$ cat config.mk
export PLATFORM = sky130hd
export DESIGN_NAME = sec_auth_ctrl
export DESIGN_NICKNAME = d
export VERILOG_FILES = /design/src/rtl/sec_auth_pkg.sv /design/src/rtl/sec_page_table.sv /design/src/rtl/sec_auth_fsm.sv /design/src/rtl/sec_sig_unit.sv /design/src/rtl/sec_auth_ctrl.sv
export SDC_FILE = /design/constraint.sdc
export NUM_CORES = 1
export LEC_CHECK = 0
export ABC_CLOCK_PERIOD_IN_PS = 5600
export BUFFER_PORTS_ARGS = -buffer_cell sky130_fd_sc_hd__buf_2
export CELL_PAD_IN_SITES_DETAIL_PLACEMENT = 1
export CELL_PAD_IN_SITES_GLOBAL_PLACEMENT = 1
export CORE_ASPECT_RATIO = 0.8
export CORE_MARGIN = 2
export CORE_UTILIZATION = 40
export DETAILED_ROUTE_END_ITERATION = 8
export GPL_ROUTABILITY_DRIVEN = 0
export PLACE_DENSITY_LB_ADDON = 0.1
export SLEW_MARGIN = 15
export SYNTH_ARGS = -nofsm -noshare
export SYNTH_HDL_FRONTEND = slang
export SYNTH_SLANG_ARGS = --single-unit
$ cat constraint.sdc
create_clock -name clk_i -period 5.6 [get_ports clk_i]
set_clock_uncertainty 0.2 [all_clocks]
set_input_delay 0.56 -clock clk_i [delete_from_list [all_inputs] [get_ports clk_i]]
set_output_delay 0.56 -clock clk_i [all_outputs]
set_load 0.02 [all_outputs]
$ cat src/rtl/sec_auth_pkg.sv
package sec_auth_pkg;
  typedef enum logic [1:0] {
    ST_IDLE   = 2'd0,
    ST_VERIFY = 2'd1,
    ST_HALT   = 2'd2
  } auth_st_e;

  localparam int unsigned REF_MAC_REG = 6;
  localparam int unsigned SEQ0_STEPS  = 3;
  localparam int unsigned REGION_W    = 32;
  localparam int unsigned SIZE_LSB    = 24;
  localparam int unsigned XFER_BIT    = 16;
  localparam int unsigned ENC_BIT     = 17;
endpackage

$ cat src/rtl/sec_page_table.sv
module sec_page_table #(
  parameter int unsigned PAGE_W = 8
) (
  input  logic              clk_i,
  input  logic              rst_ni,
  input  logic              wr_en_i,
  input  logic [PAGE_W-1:0] wr_page_i,
  input  logic              wr_secret_i,
  input  logic              set_en_i,
  input  logic [PAGE_W-1:0] set_start_i,
  input  logic [PAGE_W-1:0] set_size_i,
  input  logic              clr_en_i,
  input  logic [PAGE_W-1:0] fetch_page_i,
  output logic              fetch_secret_o,
  input  logic [PAGE_W-1:0] q_page_i,
  output logic              q_secret_o,
  output logic              q_valid_o
);
  localparam int unsigned NPAGE = 1 << PAGE_W;

  logic [NPAGE-1:0] secret_q;
  logic [NPAGE-1:0] valid_q;
  logic [PAGE_W:0]  rng_end;

  assign rng_end = {1'b0, set_start_i} + {1'b0, set_size_i};

  for (genvar p = 0; p < NPAGE; p++) begin : g_page
    localparam logic [PAGE_W:0] IDX = (PAGE_W + 1)'(p);
    logic in_rng;
    assign in_rng = (IDX >= {1'b0, set_start_i}) && (IDX < rng_end);

    always_ff @(posedge clk_i or negedge rst_ni) begin
      if (!rst_ni) begin
        secret_q[p] <= 1'b0;
      end else if (wr_en_i && (wr_page_i == IDX[PAGE_W-1:0])) begin
        secret_q[p] <= wr_secret_i;
      end
    end

    always_ff @(posedge clk_i or negedge rst_ni) begin
      if (!rst_ni) begin
        valid_q[p] <= 1'b0;
      end else if (set_en_i && in_rng) begin
        valid_q[p] <= 1'b1;
      end else if (clr_en_i && secret_q[p]) begin
        valid_q[p] <= 1'b0;
      end
    end
  end

  assign fetch_secret_o = secret_q[fetch_page_i];
  assign q_secret_o     = secret_q[q_page_i];
  assign q_valid_o      = valid_q[q_page_i];

  // range set and secret-page clear never collide
  a_r6_set_clr_exclusive: assert property (@(posedge clk_i) disable iff (!rst_ni)
    !(set_en_i && clr_en_i));
endmodule

$ cat src/rtl/sec_auth_fsm.sv
module sec_auth_fsm
  import sec_auth_pkg::*;
(
  input  logic clk_i,
  input  logic rst_ni,
  input  logic fetch_valid_i,
  input  logic fetch_secret_i,
  input  logic auth_cmd_i,
  input  logic mac_done_i,
  input  logic mac_match_i,
  output logic idle_o,
  output logic stall_o,
  output logic halt_o,
  output logic secure_o,
  output logic mac_req_o,
  output logic success_o,
  output logic exit_o,
  output logic reject_o
);
  auth_st_e st_q, st_d;
  logic     secure_q, reject_q;
  logic     fault, start, fail;

  assign idle_o    = (st_q == ST_IDLE);
  assign fault     = idle_o && !secure_q && fetch_valid_i && fetch_secret_i;
  assign start     = fault || (idle_o && !secure_q && auth_cmd_i);
  assign success_o = (st_q == ST_VERIFY) && mac_done_i && mac_match_i;
  assign fail      = (st_q == ST_VERIFY) && mac_done_i && !mac_match_i;
  assign exit_o    = idle_o && secure_q && fetch_valid_i && !fetch_secret_i;

  always_comb begin
    st_d = st_q;
    unique case (st_q)
      ST_IDLE:   if (start) st_d = ST_VERIFY;
      ST_VERIFY: if (success_o) st_d = ST_IDLE;
                 else if (fail) st_d = ST_HALT;
      default:   st_d = ST_HALT;
    endcase
  end

  always_ff @(posedge clk_i or negedge rst_ni) begin
    if (!rst_ni) begin
      st_q     <= ST_IDLE;
      secure_q <= 1'b0;
      reject_q <= 1'b0;
    end else begin
      st_q     <= st_d;
      reject_q <= auth_cmd_i && secure_q;
      if (success_o)   secure_q <= 1'b1;
      else if (exit_o) secure_q <= 1'b0;
    end
  end

  assign stall_o   = fault || !idle_o;
  assign halt_o    = (st_q == ST_HALT);
  assign mac_req_o = (st_q == ST_VERIFY);
  assign secure_o  = secure_q;
  assign reject_o  = reject_q;

  // a halt lasts until reset
  a_r5_halt_sticky: assert property (@(posedge clk_i) disable iff (!rst_ni)
    halt_o |=> halt_o);
  // MAC requests only come from non-secure mode
  a_r3_req_nonsecure: assert property (@(posedge clk_i) disable iff (!rst_ni)
    mac_req_o |-> !secure_o);
  // a rejection follows a cycle spent in secure mode
  a_r7_reject_after_secure: assert property (@(posedge clk_i) disable iff (!rst_ni)
    reject_o |-> $past(secure_o));
endmodule

$ cat src/rtl/sec_sig_unit.sv
module sec_sig_unit
  import sec_auth_pkg::*;
#(
  parameter int unsigned SEQ_W = 2
) (
  input  logic             clk_i,
  input  logic             rst_ni,
  input  logic             success_i,
  input  logic             sig_clr_i,
  input  logic             enc_req_i,
  output logic             enc_fire_o,
  output logic             sig_valid_o,
  output logic [SEQ_W-1:0] seq0_len_o
);
  logic             sig_q;
  logic [SEQ_W-1:0] seq_q;

  always_ff @(posedge clk_i or negedge rst_ni) begin
    if (!rst_ni) begin
      sig_q <= 1'b0;
      seq_q <= '0;
    end else begin
      if (success_i) begin
        sig_q <= 1'b1;
        seq_q <= SEQ_W'(SEQ0_STEPS);
      end else if (sig_clr_i) begin
        sig_q <= 1'b0;
      end
    end
  end

  assign enc_fire_o  = enc_req_i && sig_q;
  assign sig_valid_o = sig_q;
  assign seq0_len_o  = seq_q;

  // a clear without a concurrent success leaves no signature
  a_r8_clr_drops_sig: assert property (@(posedge clk_i) disable iff (!rst_ni)
    (sig_clr_i && !success_i) |=> !sig_valid_o);
endmodule

$ cat src/rtl/sec_auth_ctrl.sv
module sec_auth_ctrl
  import sec_auth_pkg::*;
#(
  parameter int unsigned PAGE_W     = 8,
  parameter int unsigned PAGE_SHIFT = 8,
  parameter int unsigned SEQ_W      = 2
) (
  input  logic                         clk_i,
  input  logic                         rst_ni,
  input  logic                         fetch_valid_i,
  input  logic [PAGE_W+PAGE_SHIFT-1:0] fetch_addr_i,
  output logic                         stall_o,
  output logic                         halt_o,
  output logic                         secure_o,
  output logic                         pc_load_o,
  output logic [PAGE_W+PAGE_SHIFT-1:0] pc_target_o,
  input  logic                         region_we_i,
  input  logic [31:0]                  region_wdata_i,
  output logic                         region_xfer_o,
  output logic                         region_enc_o,
  input  logic                         tbl_we_i,
  input  logic [PAGE_W-1:0]            tbl_page_i,
  input  logic                         tbl_secret_i,
  input  logic [PAGE_W-1:0]            query_page_i,
  output logic                         query_secret_o,
  output logic                         query_valid_o,
  input  logic                         auth_cmd_i,
  output logic                         auth_reject_o,
  output logic                         mac_req_o,
  output logic [PAGE_W+PAGE_SHIFT-1:0] mac_addr_o,
  output logic [PAGE_W+PAGE_SHIFT-1:0] mac_len_o,
  output logic [3:0]                   mac_ref_reg_o,
  input  logic                         mac_done_i,
  input  logic                         mac_match_i,
  input  logic                         sig_clr_i,
  input  logic                         enc_req_i,
  output logic                         enc_fire_o,
  output logic                         sig_valid_o,
  output logic [SEQ_W-1:0]             seq0_len_o
);
  localparam int unsigned ADDR_W = PAGE_W + PAGE_SHIFT;

  logic [REGION_W-1:0] region_q;
  logic [PAGE_W-1:0]   reg_start, reg_size, fetch_page;
  logic                fetch_secret, idle, success, exit_sec;
  logic                pc_load_q;
  logic [ADDR_W-1:0]   pc_target_q;

  assign reg_start  = region_q[PAGE_W-1:0];
  assign reg_size   = region_q[SIZE_LSB +: PAGE_W];
  assign fetch_page = fetch_addr_i[ADDR_W-1 -: PAGE_W];

  sec_page_table #(.PAGE_W(PAGE_W)) u_table (
    .clk_i         (clk_i),
    .rst_ni        (rst_ni),
    .wr_en_i       (tbl_we_i),
    .wr_page_i     (tbl_page_i),
    .wr_secret_i   (tbl_secret_i),
    .set_en_i      (success),
    .set_start_i   (reg_start),
    .set_size_i    (reg_size),
    .clr_en_i      (exit_sec),
    .fetch_page_i  (fetch_page),
    .fetch_secret_o(fetch_secret),
    .q_page_i      (query_page_i),
    .q_secret_o    (query_secret_o),
    .q_valid_o     (query_valid_o)
  );

  sec_auth_fsm u_fsm (
    .clk_i         (clk_i),
    .rst_ni        (rst_ni),
    .fetch_valid_i (fetch_valid_i),
    .fetch_secret_i(fetch_secret),
    .auth_cmd_i    (auth_cmd_i),
    .mac_done_i    (mac_done_i),
    .mac_match_i   (mac_match_i),
    .idle_o        (idle),
    .stall_o       (stall_o),
    .halt_o        (halt_o),
    .secure_o      (secure_o),
    .mac_req_o     (mac_req_o),
    .success_o     (success),
    .exit_o        (exit_sec),
    .reject_o      (auth_reject_o)
  );

  sec_sig_unit #(.SEQ_W(SEQ_W)) u_sig (
    .clk_i      (clk_i),
    .rst_ni     (rst_ni),
    .success_i  (success),
    .sig_clr_i  (sig_clr_i),
    .enc_req_i  (enc_req_i),
    .enc_fire_o (enc_fire_o),
    .sig_valid_o(sig_valid_o),
    .seq0_len_o (seq0_len_o)
  );

  always_ff @(posedge clk_i or negedge rst_ni) begin
    if (!rst_ni) begin
      region_q    <= '0;
      pc_load_q   <= 1'b0;
      pc_target_q <= '0;
    end else begin
      if (region_we_i && idle) region_q <= region_wdata_i;
      pc_load_q <= success;
      if (success) pc_target_q <= {reg_start, {PAGE_SHIFT{1'b0}}};
    end
  end

  assign pc_load_o     = pc_load_q;
  assign pc_target_o   = pc_target_q;
  assign mac_addr_o    = {reg_start, {PAGE_SHIFT{1'b0}}};
  assign mac_len_o     = {reg_size, {PAGE_SHIFT{1'b0}}};
  assign mac_ref_reg_o = 4'(REF_MAC_REG);
  assign region_xfer_o = region_q[XFER_BIT];
  assign region_enc_o  = region_q[ENC_BIT];

  // redirect is a single-cycle pulse
  a_r4_pc_pulse: assert property (@(posedge clk_i) disable iff (!rst_ni)
    pc_load_o |=> !pc_load_o);
  // secure entry coincides with the PC redirect
  a_r4_entry_redirect: assert property (@(posedge clk_i) disable iff (!rst_ni)
    $rose(secure_o) |-> pc_load_o);
  // region stays put while the engine works
  a_r9_region_frozen: assert property (@(posedge clk_i) disable iff (!rst_ni)
    (mac_req_o && $past(mac_req_o)) |-> $stable(mac_addr_o));
endmodule

# ---- After elaboration in Yosys (flattened, before gate mapping)
# Index checks and enable logic that the tools add are counted.
dict set report totals {
  regBits 559
  out_inout_bits 66
  in_bits 75
}
dict set report classes {
  n_eq_ne 259
  order_cmp 513
  muxes 526
  reduce_logical 1303
  add_sub_neg 1
}
# op n
set ops {}
lappend ops {{less-than comparator 8 x 9 -> 1 bit (first input constant)} 128}
lappend ops {{logical AND 1 bit} 1036}
lappend ops {{equality test 8 bit (second input constant)} 128}
lappend ops {{>= comparator 8 bit (first input constant)} 127}
lappend ops {{less-than comparator 7 x 9 -> 1 bit (first input constant)} 64}
lappend ops {{2-to-1 mux 1 bit} 519}
lappend ops {{nonzero test 2 bit} 258}
lappend ops {{equality test 8 x 7 -> 1 bit (second input constant)} 64}
lappend ops {{>= comparator 7 x 8 -> 1 bit (first input constant)} 64}
lappend ops {{less-than comparator 6 x 9 -> 1 bit (first input constant)} 32}
lappend ops {{equality test 8 x 6 -> 1 bit (second input constant)} 32}
lappend ops {{>= comparator 6 x 8 -> 1 bit (first input constant)} 32}
lappend ops {{less-than comparator 5 x 9 -> 1 bit (first input constant)} 16}
lappend ops {{equality test 8 x 5 -> 1 bit (second input constant)} 16}
lappend ops {{>= comparator 5 x 8 -> 1 bit (first input constant)} 16}
lappend ops {{less-than comparator 4 x 9 -> 1 bit (first input constant)} 8}
lappend ops {{equality test 8 x 4 -> 1 bit (second input constant)} 8}
lappend ops {{>= comparator 4 x 8 -> 1 bit (first input constant)} 8}
lappend ops {{less-than comparator 3 x 9 -> 1 bit (first input constant)} 4}
lappend ops {{equality test 8 x 3 -> 1 bit (second input constant)} 4}
lappend ops {{>= comparator 3 x 8 -> 1 bit (first input constant)} 4}
lappend ops {{binary-select mux 1 bit (select 8 bit)} 3}
lappend ops {{less-than comparator 1 x 9 -> 1 bit (first input constant)} 2}
lappend ops {{less-than comparator 2 x 9 -> 1 bit (first input constant)} 2}
lappend ops {{17 further kinds} 27}

# ---- Longest topological paths before layout
dict set report depth {
  word_depth 7
  depth_mapped 13
  ltp_nobuf 10
}

# ---- Hierarchy
# From an unflattened synthesis, not the netlist that was laid out.
dict set report hier_totals {
  cells_unflattened 3349
  hier_area_um2 33220.6
}
# module instances area_each_um2 seq_area_each_um2 cells_per_inst
set by_module_without_submodules {}
lappend by_module_without_submodules {sec_page_table 1 31660.4 12812.3 3235}
lappend by_module_without_submodules {sec_auth_ctrl 1 1260.0 675.6 86}
lappend by_module_without_submodules {sec_auth_fsm 1 217.7 100.1 21}
lappend by_module_without_submodules {sec_sig_unit 1 82.6 50.0 7}

# ---- Least setup slack after synthesis
# No wires, ideal clock.
dict set report synth_timing {
  path_kind {flip-flop to flip-flop}
  from {register region_q[1]}
  to {register u_table.valid_q[134]}
  n_path_buf 4
  slack_ns 1.745
  arrival_ns 3.518
  setup_ns 0.137
  stages_incl_launch_ff 14
  period_less_slack_ns 3.855
  t_required_ns 5.263
  path_cell_list {dfrtp_1 > clkbuf_1 > clkinv_1 > fa_1 > nor2b_1 > o221ai_1 > a21o_1 > o31ai_1 > clkbuf_1 > and2_1 > buf_2 > clkbuf_1 > a221oi_1 > a2bb2oi_1}
}
dict set report synth_between {
  elab_chain_cells 5
}
# element line
set synth_lines {}
lappend synth_lines {{start: declaration} sec_auth_ctrl.sv:43} ;# logic [REGION_W-1:0] region_q;
lappend synth_lines {{start signal: assignment} sec_auth_ctrl.sv:105} ;# if (region_we_i && idle) region_q <= region_wdata_i;
lappend synth_lines {{adder 8 x 8 -> 9 bit} sec_page_table.sv:25} ;# assign rng_end = {1'b0, set_start_i} + {1'b0, set_size_i};
lappend synth_lines {{less-than comparator 8 x 9 -> 1 bit} sec_page_table.sv:30} ;# assign in_rng = (IDX >= {1'b0, set_start_i}) && (IDX < rng_end);
lappend synth_lines {{logical AND 1 bit (*)} sec_page_table.sv:30}
lappend synth_lines {{logical AND 1 bit (*)} sec_page_table.sv:43} ;# end else if (set_en_i && in_rng) begin
lappend synth_lines {{2-to-1 mux 1 bit / nonzero test 2 bit (equally long branches)} --}
lappend synth_lines {{end signal: indexed assignment} sec_page_table.sv:42} ;# valid_q[p] <= 1'b0;
lappend synth_lines {{end signal: indexed assignment} sec_page_table.sv:44} ;# valid_q[p] <= 1'b1;
lappend synth_lines {{end signal: indexed assignment} sec_page_table.sv:46} ;# valid_q[p] <= 1'b0;
lappend synth_lines {{end: declaration} sec_page_table.sv:22} ;# logic [NPAGE-1:0] valid_q;
# Every way passes the cells marked *; elsewhere a longest branch is shown, timed or not.
# A chain may end at the register's enable or synchronous reset.

# ---- Worst setup path in the final report
dict set report layout_timing {
  from {register region_q[1]}
  to {register u_table.valid_q[83]}
}
dict set report layout_between {
  elab_chain_cells 5
}
# element line
set layout_lines {}
lappend layout_lines {{adder 8 x 8 -> 9 bit} sec_page_table.sv:25}
lappend layout_lines {{less-than comparator 7 x 9 -> 1 bit} sec_page_table.sv:30}
lappend layout_lines {{logical AND 1 bit (*)} sec_page_table.sv:30}
lappend layout_lines {{logical AND 1 bit (*)} sec_page_table.sv:43}
lappend layout_lines {{2-to-1 mux 1 bit / nonzero test 2 bit (equally long branches)} --}
# Marks and branches as above.

==> flow_summary.json <==
{
  "outcome": "completed",
  "routedWlPerCell_um": 39.2,
  "rows": 93,
  "clkTransAtPathRegs_ns": 0.06,
  "grt_max_degree": 136,
  "cts-resized-gates": 0,
  "hp-start": "fetch_valid_i",
  "worstHoldPathCells": 4,
  "holdPathEnd": "u_fsm.st_q[0]",
  "dp_hpwl_mm": 114,
  "syn_inst": 3040,
  "yosysTopAreaCell": "dfrtp_1",
  "endpoint_kind": "flop",
  "async_reset_ff_share_pct": 100,
  "grt_overflow": 0,
  "synth_edf_count": 0,
  "nets": 3162,
  "grtUsageTotal_pct": 39.3,
  "dieArea_um2": 83900,
  "pin_count": 141,
  "core_um2": 80600,
  "routed.top_layer": "met5",
  "ant_nets": 0,
  "drt_first_iter_violations": 4284,
  "grt_first_pass_wirelength_mm": 233,
  "min_period_ns": 5.23,
  "portBuffers": 90,
  "worstPathRequired_ns": 5.98,
  "die_y_um": 260,
  "r2r-end": "u_table.valid_q[83]",
  "clock-sinks": 545,
  "post-place-ws_ns": 0.702,
  "syn_area_um2": 32600,
  "wl_met2_mm": 67.5,
  "cellPowerDensity_nw_per_um2": 624,
  "peakVddDrop_v": 0.000845,
  "fin_crit_sh_pct": 93.3,
  "synth.ff_latch_count": 545,
  "synth_ff_type": "dfrtp_1",
  "max-slew-margin-rel_pct": 7.90,
  "worstMarginPinSlew_ns": 1.38,
  "synth_area_leaders": "dfrtp_1 42%, mux4_2 14%, mux2_2 9.6%",
  "cp_max_fo": 16,
  "yosys.cell_count.top_type": "dfrtp_1",
  "yosys_warnings": 0,
  "via_count": 30250,
  "ys_types": 73,
  "worst_slack_ns": 0.374,
  "drive_gt1_share_pct": 27.6,
  "leakagePower_nw": 15.4,
  "fin_setup_tns_ns": 0,
  "grt_pass1_vias": 29713,
  "clock_latency_ns": 0.67,
  "r2r_cells": 11,
  "setup_viol": 0,
  "maxSlewViolCount": 0,
  "hp-class": "in2reg",
  "syn_area_per_cell_um2": 10.7,
  "root_buffer": "clkbuf_16",
  "cts_buffers": 60,
  "fill_cells": 8701,
  "drtPass1Iterations": 6,
  "reg2reg_from": "region_q[1]",
  "drc": 0,
  "vias_per_cell": 7.14,
  "netlist.area_leader.share_pct": 41.8,
  "synth_commonest_cells": "545 x dfrtp_1, 301 x nor2_1, 279 x mux2_2, 251 x nand2_1, 234 x a21oi_1",
  "wirelength_mm": 166,
  "ctsHtreeMaxLevel": 2,
  "cts_buffer_depth": 3,
  "final-seq-area_um2": 13600,
  "area_delta_synth_final_pct": 13.5,
  "antenna_found_initial": 9,
  "drv_cap": 0,
  "wl_met3_mm": 23.0,
  "rsz0062_at_grt": "no",
  "multi_input_area_um2": 17800,
  "ys_seq_area_share_pct": 41.8,
  "rrSetupSlack_ns": 0.37,
  "wl_met1_mm": 66.0,
  "cp-start-kind": "flop",
  "fmax_mhz": 191,
  "initial_core_util_pct": 40.5,
  "cts_tree": "built",
  "die_w_um": 323,
  "hold_viol": 0,
  "arrival_ns": 5.61,
  "crit_type": "reg2reg"
}
[cell type report]
| cell class | count | area share, % |
|---|---|---|
| Multi-Input combinational cell | 2207 | 48.1 |
| Sequential cell | 545 | 36.8 |
| Timing Repair Buffer | 250 | 5.33 |
| Clock buffer | 86 | 4.64 |
| Tap cell | 1092 | 3.69 |
| Clock inverter | 27 | 1.16 |
| Inverter | 14 | 0.142 |
| Antenna cell | 14 | 0.0945 |
[flip-flops by register name, indices dropped and copies added, names as in the netlist, 2 cells and up]
name,cells
u_table.secret_q,256
u_table.valid_q,256
region_q,18
pc_target_o,8
u_fsm.st_q,2
[logic make-up after synthesis]
group,synth area share [%]
compound gates,17.4
other cells,0.0230
fa+ha+maj,0.368
xor+xnor,0.241
simple gates,10.9
buf+inv,4.30
mux,24.9
flops,41.8
[critical path, cell delays in order (launching register included)]
cell	delay, ns
dfrtp_1	0.39
buf_4	0.31
clkinv_1	0.18
fa_1	0.50
nor2b_1	0.23
o22ai_1	0.20
xnor2_2	0.89
buf_4	0.33
nand2_1	0.45
a2111oi_0	1.05
buf_4	0.24
a2bb2oi_1	0.16
[where the power goes]
group / switching (mW) / total [mW] / internal [mW]
combinational: 9.74 / 13.1 / 3.33
sequential: 0.693 / 5.63 / 4.93
clock: 1.80 / 4.44 / 2.64
[metrics by stage]
step / utilization [%] / total power, mW / hold slack (ns) / cells / instance area, µm²
2_1_floorplan: - / 11.5 / 0.0644 / 3066 / 32700
3_3_place_gp: 42.9 / 17.4 / 0.263 / 4083 / 34600
3_5_place_dp: 43.0 / 17.6 / 0.272 / 4084 / 34600
4_1_cts: 45.9 / 22.1 / 0.201 / 4221 / 37000
5_1_grt: 45.9 / 23.3 / 0.248 / 4221 / 37000
6_report: 46.0 / 23.1 / 0.233 / 4235 / 37100
[cells in the final DEF (no fill, tap or decap), types with 8 or more instances in the layout]
cell             n
inv_1           13
clkbuf_16       61
bufinv_16       11
clkinv_2        10
nor3_1          29
clkbuf_1        15
diode_2         14
nand2b_1        28
a31oi_1         56
a221oi_1        65
o22ai_1          9
nand4_1         11
buf_4          120
or2_2           11
and2_1          10
clkbuf_8        10
a2111oi_0       14
a22oi_1         28
mux2i_1         33
conb_1          28
a41oi_1         21
mux4_2         207
and3_1          29
ha_1             8
dfrtp_1        541
mux2_2         279
a211oi_1        77
a2bb2oi_1      140
nand2_1        247
o31ai_1         11
nor2_1         298
nor4_1          14
buf_12          18
nor2b_1         23
buf_2           84
dlygate4sd3_1   24
nand3_1         40
o21ai_0        129
a21oi_1        233
[metal layers]
metal / track usage, % / up-vias
li1: - / 11630
met3: 16.6 / 521
met4: 19.3 / 4
met2: 53.7 / 2341
met1: 53.1 / 15754
met5: 0 / -
[how the worst max path moves through the flow]
stage           startpoint  cells past startpoint                   end
4_1_cts        region_q[1]                     11   u_table.valid_q[83]
3_5_place_dp   region_q[1]                     11   u_table.valid_q[83]
5_1_grt        region_q[1]                     11   u_table.valid_q[83]
6_report       region_q[1]                     11   u_table.valid_q[83]
3_3_place_gp   region_q[1]                     11   u_table.valid_q[83]
2_1_floorplan  region_q[1]                     13  u_table.valid_q[134]
[what timing repair did]
item	4_1_cts	5_1_grt
endpoints found under the hold margin	125	0
setup buffers	0	0
hold buffers	24	0
endpoints found under the setup margin	0	0
Note: power is estimated with default switching activity, not from simulation.
